<file path="src/rtl/ea_gen.sv">
module ea_gen #(
  parameter int AW = 32
) (
  input  logic          clk,
  input  logic          rst_n,
  input  logic          in_valid,
  input  logic          addr32,
  input  logic [1:0]    mode,
  input  logic [2:0]    rm,
  input  logic [1:0]    scale,
  input  logic [2:0]    idx,
  input  logic [2:0]    base,
  input  logic          w,
  input  logic [AW-1:0] disp,
  output logic [2:0]    base_sel,
  input  logic [AW-1:0] base_data,
  output logic [2:0]    index_sel,
  input  logic [AW-1:0] index_data,
  output logic          out_valid,
  output logic [AW-1:0] ea,
  output logic [1:0]    seg,
  output logic          reg_direct,
  output logic [2:0]    reg_num,
  output logic          reg_hi,
  output logic          undef
);
  localparam int HW = AW / 2;
  localparam logic [2:0] R_BX = 3'd3, R_SP = 3'd4, R_BP = 3'd5, R_SI = 3'd6, R_DI = 3'd7;

  logic is_reg, has_sib, direct;
  logic b_use, x_use;
  logic [2:0] b_sel, x_sel;
  logic [AW-1:0] b_term, x_term, d_term, sum;

  assign is_reg  = (mode == 2'b11);
  assign has_sib = addr32 && !is_reg && (rm == 3'b100);
  assign direct  = (mode == 2'b00) &&
                   (addr32 ? (has_sib ? base == 3'b101 : rm == 3'b101) : rm == 3'b110);

  always_comb begin
    b_use = 1'b0; x_use = 1'b0; b_sel = 3'd0; x_sel = 3'd0;
    if (!is_reg && !direct) begin
      if (!addr32) begin
        case (rm)
          3'd0: begin b_use = 1'b1; b_sel = R_BX; x_use = 1'b1; x_sel = R_SI; end
          3'd1: begin b_use = 1'b1; b_sel = R_BX; x_use = 1'b1; x_sel = R_DI; end
          3'd2: begin b_use = 1'b1; b_sel = R_BP; x_use = 1'b1; x_sel = R_SI; end
          3'd3: begin b_use = 1'b1; b_sel = R_BP; x_use = 1'b1; x_sel = R_DI; end
          3'd4: begin x_use = 1'b1; x_sel = R_SI; end
          3'd5: begin x_use = 1'b1; x_sel = R_DI; end
          3'd6: begin b_use = 1'b1; b_sel = R_BP; end
          default: begin b_use = 1'b1; b_sel = R_BX; end
        endcase
      end else if (has_sib) begin
        b_use = 1'b1; b_sel = base;
      end else begin
        b_use = 1'b1; b_sel = rm;
      end
    end
    if (has_sib && idx != R_SP) begin
      x_use = 1'b1; x_sel = idx;
    end
  end

  assign base_sel  = b_sel;
  assign index_sel = x_sel;

  always_comb begin
    case (mode)
      2'b01:   d_term = {{(AW-8){disp[7]}}, disp[7:0]};
      2'b10:   d_term = addr32 ? disp : {{HW{1'b0}}, disp[HW-1:0]};
      default: d_term = direct ? (addr32 ? disp : {{HW{1'b0}}, disp[HW-1:0]}) : '0;
    endcase
  end

  assign b_term = b_use ? base_data : '0;
  assign x_term = x_use ? (index_data << (has_sib ? scale : 2'b00)) : '0;
  assign sum    = b_term + x_term + d_term;

  logic [AW-1:0] ea_d;
  logic          ss_d, undef_d;
  logic [2:0]    rnum_d;
  logic          rhi_d;

  assign ea_d    = is_reg ? '0 : (addr32 ? sum : {{HW{1'b0}}, sum[HW-1:0]});
  assign ss_d    = b_use && (b_sel == R_BP || (addr32 && b_sel == R_SP));
  assign undef_d = has_sib && (idx == R_SP) && (scale != 2'b00);
  assign rnum_d  = !is_reg ? 3'd0 : (w ? rm : {1'b0, rm[1:0]});
  assign rhi_d   = is_reg && !w && rm[2];

  always_ff @(posedge clk) begin
    if (!rst_n) begin
      out_valid  <= 1'b0;
      ea         <= '0;
      seg        <= 2'b00;
      reg_direct <= 1'b0;
      reg_num    <= 3'd0;
      reg_hi     <= 1'b0;
      undef      <= 1'b0;
    end else begin
      out_valid <= in_valid;
      if (in_valid) begin
        ea         <= ea_d;
        seg        <= {1'b0, ss_d};
        reg_direct <= is_reg;
        reg_num    <= rnum_d;
        reg_hi     <= rhi_d;
        undef      <= undef_d;
      end
    end
  end
endmodule

</file>
<file path="config.mk">
export PLATFORM = sky130hd
export DESIGN_NAME = ea_gen
export DESIGN_NICKNAME = d
export VERILOG_FILES = /design/src/rtl/ea_gen.sv
export SDC_FILE = /design/constraint.sdc
export NUM_CORES = 1
export LEC_CHECK = 0
export BUFFER_PORTS_ARGS = -buffer_cell sky130_fd_sc_hd__buf_4
export CORE_AREA = 2 2 139 141
export CTS_BUF_LIST = sky130_fd_sc_hd__clkbuf_4 sky130_fd_sc_hd__clkbuf_8
export DETAILED_ROUTE_END_ITERATION = 6
export DIE_AREA = 0 0 141 143
export SETUP_SLACK_MARGIN = 0.05
export SYNTH_ARGS = -nofsm -noshare
export SYNTH_HDL_FRONTEND = slang
export SYNTH_SLANG_ARGS = --single-unit
</file>
<file path="constraint.sdc">
create_clock -name clk -period 12.64 [get_ports clk]
set_input_delay 0.632 -clock clk [delete_from_list [all_inputs] [get_ports clk]]
set_output_delay 0.632 -clock clk [all_outputs]
set_load 0.05 [all_outputs]
</file>
Word level (Yosys, flattened, before mapping) --
Index checks and enable logic that the tools add are counted.
Storage, ports and cells: register bits after elaboration 40, input bits 114, output and inout port bits 47
Cells by class: $add $sub $neg 2, eq/ne operators 14, shifts and indexed selects 1, multiplexer cells 27, reductions and logical operators 23
Operators by type and width (count):
- $mux 32 | 6
- $add 32x32->32 | 2
- $pmux 32 s2 | 1
- $shl 32x2->32 | 1
- $mux 3 | 8
- $eq 3x3->1 const B | 7
- $pmux 3 s2 | 2
- $logic_and 1x1->1 | 11
- $mux 1 | 9
- $reduce_or 3->1 | 3
- $eq 3x2->1 const B | 2
- $reduce_or 6->1 | 1
- $eq 2x2->1 const B | 2
- $eq 3x1->1 const B | 1
- $logic_not 1->1 | 3
- $logic_not 3->1 | 1
- $ne 3x3->1 const B | 1
- $eq 2x1->1 const B | 1
- $logic_not 2->1 | 1
- $mux 2 | 1
- $reduce_bool 2->1 | 1
- $reduce_or 2->1 | 1
- $logic_or 1x1->1 | 1

Logic depth before layout (Yosys ltp) --
Gate-level depths: netlist of run 1.
depth after elaboration 16, mapped depth 21, mapped depth without buffers 20

Least setup slack after synthesis of run 1 --
OpenSTA, ideal clock, no wires.
path kind input -> register, start input mode[0], end register ea[29], library setup time 0.126 ns, arrival time 4.583 ns, required time 12.514 ns, setup slack 7.931 ns, stages 19, cell sequence ha_1 > clkbuf_1 > or2_2 > a21oi_1 > clkbuf_1 > nand2_1 > fa_1 > inv_1 > ha_1 > fa_1 > a211oi_1 > o21bai_1 > nand4_1 > o211ai_2 > a21bo_1 > nand2b_4 > o31ai_2 > xor2_1 > o21ai_1
On the way: longest elaborated chain between the ends 16, elaborated cells on any way between the ends 26, those cells by class add/sub: 2; eq/ne: 3; shift: 1; mux: 12; reduce/logical: 8
RTL lines:
- from (decl) | RTL line 8 | input logic [1:0] mode,
- $eq 2x2->1 | RTL line 35 | assign is_reg = (mode == 2'b11);
- $logic_not 1->1
- $logic_and 1x1->1 (2 in series) | RTL line 36 | assign has_sib = addr32 && !is_reg && (rm == 3'b100);
- $mux 1 (2 in series) | RTL line 38 | (addr32 ? (has_sib ? base == 3'b101 : rm == 3'b101) : rm == 3'b110);
- $logic_and 1x1->1 | RTL line 37 | assign direct = (mode == 2'b00) &&
- $logic_not 1->1 | RTL line 42 | if (!is_reg && !direct) begin
- $logic_and 1x1->1 | RTL line 42
- $mux 1 | RTL line 42
- $mux 1 | RTL line 60 | if (has_sib && idx != R_SP) begin
- $mux 32 | RTL line 77 | assign x_term = x_use ? (index_data << (has_sib ? scale : 2'b00)) : '0;
- $add 32x32->32 (2 in series) | RTL line 78 | assign sum = b_term + x_term + d_term;
- $mux 32 | RTL line 85 | assign ea_d = is_reg ? '0 : (addr32 ? sum : {{HW{1'b0}}, sum[HW-1:0]});
- $mux 32 (*) | RTL line 85
- to (signal assigned) | RTL line 94 | ea <= '0;
- to (signal assigned) | RTL line 103 | ea <= ea_d;
- to (decl) | RTL line 20 | output logic [AW-1:0] ea,
Every way passes the cells marked *; elsewhere a longest branch is shown, timed or not. A chain may end at the register's enable or synchronous reset.

Final worst setup path of run 1 --
start input mode[0], end register ea[29]
On the way: longest elaborated chain between the ends 16, elaborated cells on any way between the ends 26, those cells by class add/sub: 2; eq/ne: 3; shift: 1; mux: 12; reduce/logical: 8
RTL lines:
- $eq 2x2->1 (*) | RTL line 35
- named net is_reg | RTL line 30 | logic is_reg, has_sib, direct;
- $logic_not 1->1
- $logic_and 1x1->1 (2 in series) | RTL line 36
- $mux 1 (2 in series) | RTL line 38
- $logic_and 1x1->1 | RTL line 37
- $logic_not 1->1 | RTL line 42
- $logic_and 1x1->1 | RTL line 42
- $mux 1 | RTL line 42
- $mux 1 | RTL line 60
- $mux 32 | RTL line 77
- $add 32x32->32 (2 in series) | RTL line 78
- $mux 32 | RTL line 85
- $mux 32 (*) | RTL line 85
Mark *: on every way through the listed nets, which the timed path passes. The rest lies on a longest branch.

==> results of run 1 <==
==> where the power goes <==
part,leakage (uW),switching (uW),internal [uW]
Combinational,0.00301,203,140
Clock,0.0000541,48.0,58.5
Sequential,0.000326,5.72,137
Total,0.00339,257,336
==> synth_stat cells (4+ instances only) <==
library cell / n
a211oi_1: 4
a21boi_0: 9
a21o_1: 15
a21oi_1: 54
a21oi_2: 6
a31oi_1: 5
and2_1: 13
and3_1: 6
and4_1: 4
buf_2: 5
clkbuf_1: 23
dfxtp_1: 40
fa_1: 32
ha_1: 34
inv_1: 82
mux2i_1: 4
mux4_2: 28
nand2_1: 103
nand2b_1: 16
nand3_1: 16
nand4_1: 4
nor2_1: 20
nor2b_1: 18
nor3_1: 4
nor3b_1: 5
o21a_1: 5
o21ai_0: 21
o21ai_1: 8
o22ai_1: 11
o31ai_2: 4
or2_2: 6
xnor2_1: 16
xor2_1: 10
==> cells by family after synthesis <==
kind of cell               after synthesis  synth area share [%]
adders and majority gates               66                  19.4
and+or+nand+nor                        227                  21.2
DFF                                     40                  14.6
other                                    1                0.0684
AOI/OAI and AO/OA                      163                  19.3
buffers and inverters                  116                  8.39
muxes                                   35                  12.8
xor gates and xnor gates                26                  4.15
==> through the flow <==
stage | total power (uW) | hold slack, ps | setup WS [ps] | instances | utilization [%]
after floorplan | 383 | 660 | 7930 | 674 | -
after global placement | 486 | 441 | 7170 | 1036 | 36.8
after detailed placement | 488 | 446 | 7040 | 1036 | 36.8
after CTS | 597 | 459 | 7350 | 1044 | 37.4
after global routing | 638 | 478 | 7000 | 1044 | 37.4
final | 593 | 453 | 7390 | 1044 | 37.4
==> layer usage <==
layer	wire [um]	vias to the layer above	track usage [%]
li1	-	2581	-
met1	8370	2329	24.3
met2	6970	149	24.6
met3	775	6	1.88
met4	119	0	3.11
met5	0	-	0
==> registers in the layout, summed over array words and instances, names as in the netlist <==
name / cells
seg: 1
reg_hi: 1
out_valid: 1
undef: 1
reg_direct: 1
reg_num: 3
ea: 32
==> layout make-up <==
class / instances / area (um2)
inverter: 83 / 312
timing repair buffer: 161 / 1210
clock buffer: 5 / 68.8
sequential: 40 / 801
fill: 1952 / 11600
tap: 234 / 293
clock inverter: 3 / 42.5
multi-input combinational: 518 / 4230
==> worst paths after layout <==
path | startpoint | endpoint | slack (ps) | cells after the start
hold reg to reg | ea[30] | ea[30] | 450 | 2
setup / recovery | mode[0] | ea[29] | 7390 | 20
hold / removal | ea[30] | ea[30] | 450 | 2
setup reg to reg | ea[4] | ea[4] | 11880 | 3
==> worst max-delay path: stages <==
cell and delay [ps]:
buf_4 120, ha_1 380, inv_2 240, and3_1 440
nand2_4 410, mux2_2 350, nand3_1 100, fa_1 520
inv_1 40, ha_1 230, fa_1 430, a211oi_1 250
o21bai_1 170, nand4_1 150, o211ai_2 120, a21bo_1 220
nand2b_4 160, o31ai_2 210, xor2_1 160, o21ai_1 60
==> flow_summary_export.csv, run 1 <==
group,metric,value,unit
routing,drt_iter0_drc,234,
floorplan,die_h,143,um
placement,port_buffers,159,
timing,slew_violations,0,
synth,synth_area,0.00549,mm2
global_routing,grt_usage,16.1,%
clock_tree,clock-root-buffer,"clkbuf_8",
clock_tree,cts_made_buffers,5,
routing,route.detailed.drc,0,
synth,synth_area_leaders,"dfxtp_1 (15%), fa_1 (12%), mux4_2 (11%)",
synth,synth.top_cell.area_share,14.6,%
timing,period_minus_slack,5250,ps
floorplan,pin_count,161,
synth,syn-num-nets,854,
clock_tree,holdBufCountCts,0,
power,leakagePower,0.00339,uW
floorplan,die_area,0.0202,mm2
clock_tree,postCtsSetupBuffers,0,
outcome,run_status,"complete, no violations",
timing,tightest_slew,924,ps
power,p_per_area,85.2,mW/mm2
floorplan,rows,50,
clock_tree,cts_resized,0,
synth,synth-async-reset-ratio,0,%
clock_tree,cts_tree,"done",
clock_tree,cts_sinks,40,
floorplan,start_util,29.5,%
synth,netlist_instances,674,
finish,drive_gt1_share,28.4,%
critical_path,path_max_fanout,35,
hold_path,min_path_type,"flip-flop to flip-flop",
routing,vias,5065,
critical_path,criticalPathCategory,"primary input to flip-flop",
finish,syn_to_final_growth,26.8,%
global_routing,antenna_found_initial,0,
routing,avgViaCountPerCell,4.85,
synth,yosysWarningCount,0,
placement,hpwlAfterDp,13500,um
clock_tree,insertion_delay,300,ps
routing,routed_wl,16200,um
finish,nets,989,
finish,final_cell_mix,"buf_4 (161), nand2_1 (103), inv_1 (82), a21oi_1 (52), dfxtp_1 (40)",
global_routing,grt_overflow,0,
finish,layout_commonest_cell,"buf_4",
timing,finalCritPeriodShare,41.5,%
global_routing,first_global_vias,5056,
routing,drt_first_pass_iters,4,
timing,setup_viol,0,
timing,finalHoldViolCount,0,
timing,max_freq,190,MHz
synth,ys.flop_type,"dfxtp_1",
job,drv_cap,0,
timing,finalSetupTns,0,ps
timing,clock-skew-final,0,ps
critical_path,cp.arrival,5420,ps
critical_path,cp.required,12810,ps
critical_path,crit_path_end_kind,"flip-flop",
synth,synth_edf_count,0,
synth,yosys.area.top_type,"dfxtp_1",
timing,rsz0062_at_grt,"false",
synth,syn_area_per_cell,8.14,um2
synth,yosysSeqAreaShare,14.6,%
finish,postLayoutCellArea,0.00696,mm2
critical_path,critical_path.startpoint_type,"primary input",
clock_tree,clockBufferDepth,2,
power,peakVddDrop,0.0415,mV
clock_tree,h-tree-depth,2,
floorplan,fp.coreArea,0.0186,mm2
finish,antenna-diode-count,0,
global_routing,grt_max_degree,45,
global_routing,grt_pass1_wl,26000,um
placement,gp_congestion,0.871,
clock_tree,clk_pin_slew_worst_paths,80,ps
routing,postRouteAntennaNets,0,
placement,postPlaceCellArea,0.00685,mm2
timing,relSlewSlack,38.4,%
synth,ys_types,65,
synth,ys_ff_latch,40,
floorplan,die_w,141,um
routing,wire_per_inst,15.6,um
Note: power is estimated with default switching activity, not from simulation.
==> run 2: changes to the inputs <==
clock period = 4.9 ns   (was 12.64 ns; I/O delays follow)
==> flow_summary_export.csv, run 2 (synthesis results as in run 1) <==
group,metric,value,unit
floorplan,die_h,143,um
finish,fin_cells,1053,
critical_path,cp.required,5100,ps
power,leakagePower,0.00345,uW
floorplan,fp.coreArea,0.0186,mm2
hold_path,whs_path_depth,3,
timing,max_freq,229,MHz
routing,routed_wl,16400,um
floorplan,die_w,141,um
finish,antenna-diode-count,0,
clock_tree,clockBufferDepth,2,
placement,gp_congestion,0.843,
clock_tree,cts_resized,0,
timing,layout_setup_ws,527,ps
critical_path,crit_chain,"buf_4 -> ha_1 -> nor4bb_4 -> o21ai_2 -> a21oi_2 -> mux2_2 -> and2_1 -> a21oi_1 -> fa_1 -> inv_1 -> ha_1 -> a21oi_1 -> nand2_1 -> a221o_1 -> o2111ai_2 -> nand2_1 -> a21boi_0 -> mux2i_1 -> nand2_1",
global_routing,grt_max_degree,45,
finish,largestRegisters,"ea x32, reg_num x3",
timing,setup_viol,0,
global_routing,grt_overflow,0,
clock_tree,clk_pin_slew_worst_paths,90,ps
routing,vias,5075,
critical_path,path_depth,19,
finish,fillers,1888,
timing,finalHoldViolCount,0,
critical_path,crit_slowest_cell,"fa_1",
clock_tree,cts_made_buffers,5,
critical_path,worst_r2r_endpoint,"ea[11]",
critical_path,crit_path_end_kind,"flip-flop",
clock_tree,postCtsSetupBuffers,0,
critical_path,critical_path.startpoint_type,"primary input",
placement,hpwlAfterDp,13900,um
finish,drive_gt1_share,29.2,%
routing,avgViaCountPerCell,4.82,
timing,relSlewSlack,43.7,%
placement,port_buffers,159,
clock_tree,holdBufCountCts,0,
global_routing,first_global_vias,4903,
placement,place_inst,1046,
finish,layout_commonest_cell,"buf_4",
floorplan,pin_count,161,
global_routing,grt_usage,16.0,%
routing,drt_first_pass_iters,4,
job,drv_cap,0,
global_routing,grt_pass1_wl,25800,um
critical_path,crit_top_cell,"nand2_1",
timing,period_minus_slack,4370,ps
hold_path,min_from,"w",
timing,slew_violations,0,
timing,clock-skew-final,0,ps
critical_path,cp.arrival,4580,ps
timing,finalSetupTns,0,ps
timing,finalCritPeriodShare,89.3,%
clock_tree,insertion_delay,300,ps
clock_tree,cts_sinks,40,
critical_path,cp_top_family,"compound AO/OA/AOI/OAI gates",
routing,route.detailed.drc,0,
finish,final_cell_mix,"buf_4 (171), nand2_1 (103), inv_1 (82), a21oi_1 (52), dfxtp_1 (40)",
finish,syn_to_final_growth,28.5,%
floorplan,die_area,0.0202,mm2
critical_path,r2r_slack,4120,ps
timing,rsz0062_at_grt,"false",
timing,tightest_slew,842,ps
outcome,run_status,"complete, no violations",
power,peakVddDrop,0.0898,mV
placement,place_ws,230,ps
clock_tree,h-tree-depth,2,
routing,postRouteAntennaNets,0,
critical_path,cp.buffers_inverters,2,
critical_path,criticalPathCategory,"primary input to flip-flop",
floorplan,start_util,29.5,%
critical_path,cp-startpoint,"mode[0]",
critical_path,max_stage_delay,490,ps
routing,wire_per_inst,15.6,um
finish,largest_reg_flops,32,
critical_path,rr_worst_depth,3,
finish,top_register,"ea",
global_routing,antenna_found_initial,0,
floorplan,rows,50,
routing,drt_iter0_drc,211,
clock_tree,clock-root-buffer,"clkbuf_8",
power,p_per_area,224,mW/mm2
hold_path,min_path_type,"primary input to flip-flop",
hold_path,hold_path_end,"reg_num[2]",
clock_tree,cts_tree,"done",
critical_path,reg2reg_from,"ea[11]",
finish,nets,999,
critical_path,path_max_fanout,11,
run 2: cell types whose count changed in the layout (fill, tap and decap cells not counted), sizes merged:
cell	previous run	this run
clkinvlp	1	0
buf	161	171
bufinv	1	2
clkinv	1	0
run 2: worst reg2reg max path, stage by stage (launching register included):
cell,delay [ps]
dfxtp_1,330
nor2b_1,130
a31oi_1,160
nor2b_1,60
run 2: metrics by stage:
step / util, % / total power (uW) / area [um2] / hold WS [ps]
6_report: 37.9 / 1580 / 7050 / 255
5_1_grt: 37.9 / 1700 / 7050 / 236
4_1_cts: 37.9 / 1590 / 7050 / 241
3_5_place_dp: 37.2 / 1260 / 6920 / 444
3_3_place_gp: 37.2 / 1260 / 6920 / 442
2_1_floorplan: - / 988 / 5490 / 427
run 2: worst max path at each step:
| stage | to | slack, ps |
|---|---|---|
| finish | ea[26] | 530 |
| global route | ea[26] | 250 |
| CTS | ea[26] | 530 |
| detailed placement | ea[31] | 230 |
| global placement | ea[29] | 290 |
| floorplan | ea[29] | 580 |
run 2: layout make-up:
type,count,area (um2),area share (%)
clock buffer,5,68.8,0.976
tap,234,293,4.15
timing repair buffer,171,1280,18.2
sequential,40,801,11.4
inverter,83,312,4.42
clock inverter,2,60.1,0.852
multi-input combinational,518,4230,60.0
run 2: layer usage:
layer / part of all wire [%] / global-route usage (%)
met1: 52 / 24.8
met2: 42 / 24.0
met3: 5.2 / 2.05
met4: 0.63 / 2.68
met5: 0 / 0
run 2: power by group:
| part | internal (uW) | leakage [uW] | switching [uW] |
|---|---|---|---|
| Clock | 201 | 0.0000642 | 122 |
| Combinational | 368 | 0.00306 | 518 |
| Sequential | 353 | 0.000326 | 16.3 |
| Total | 921 | 0.00345 | 656 |
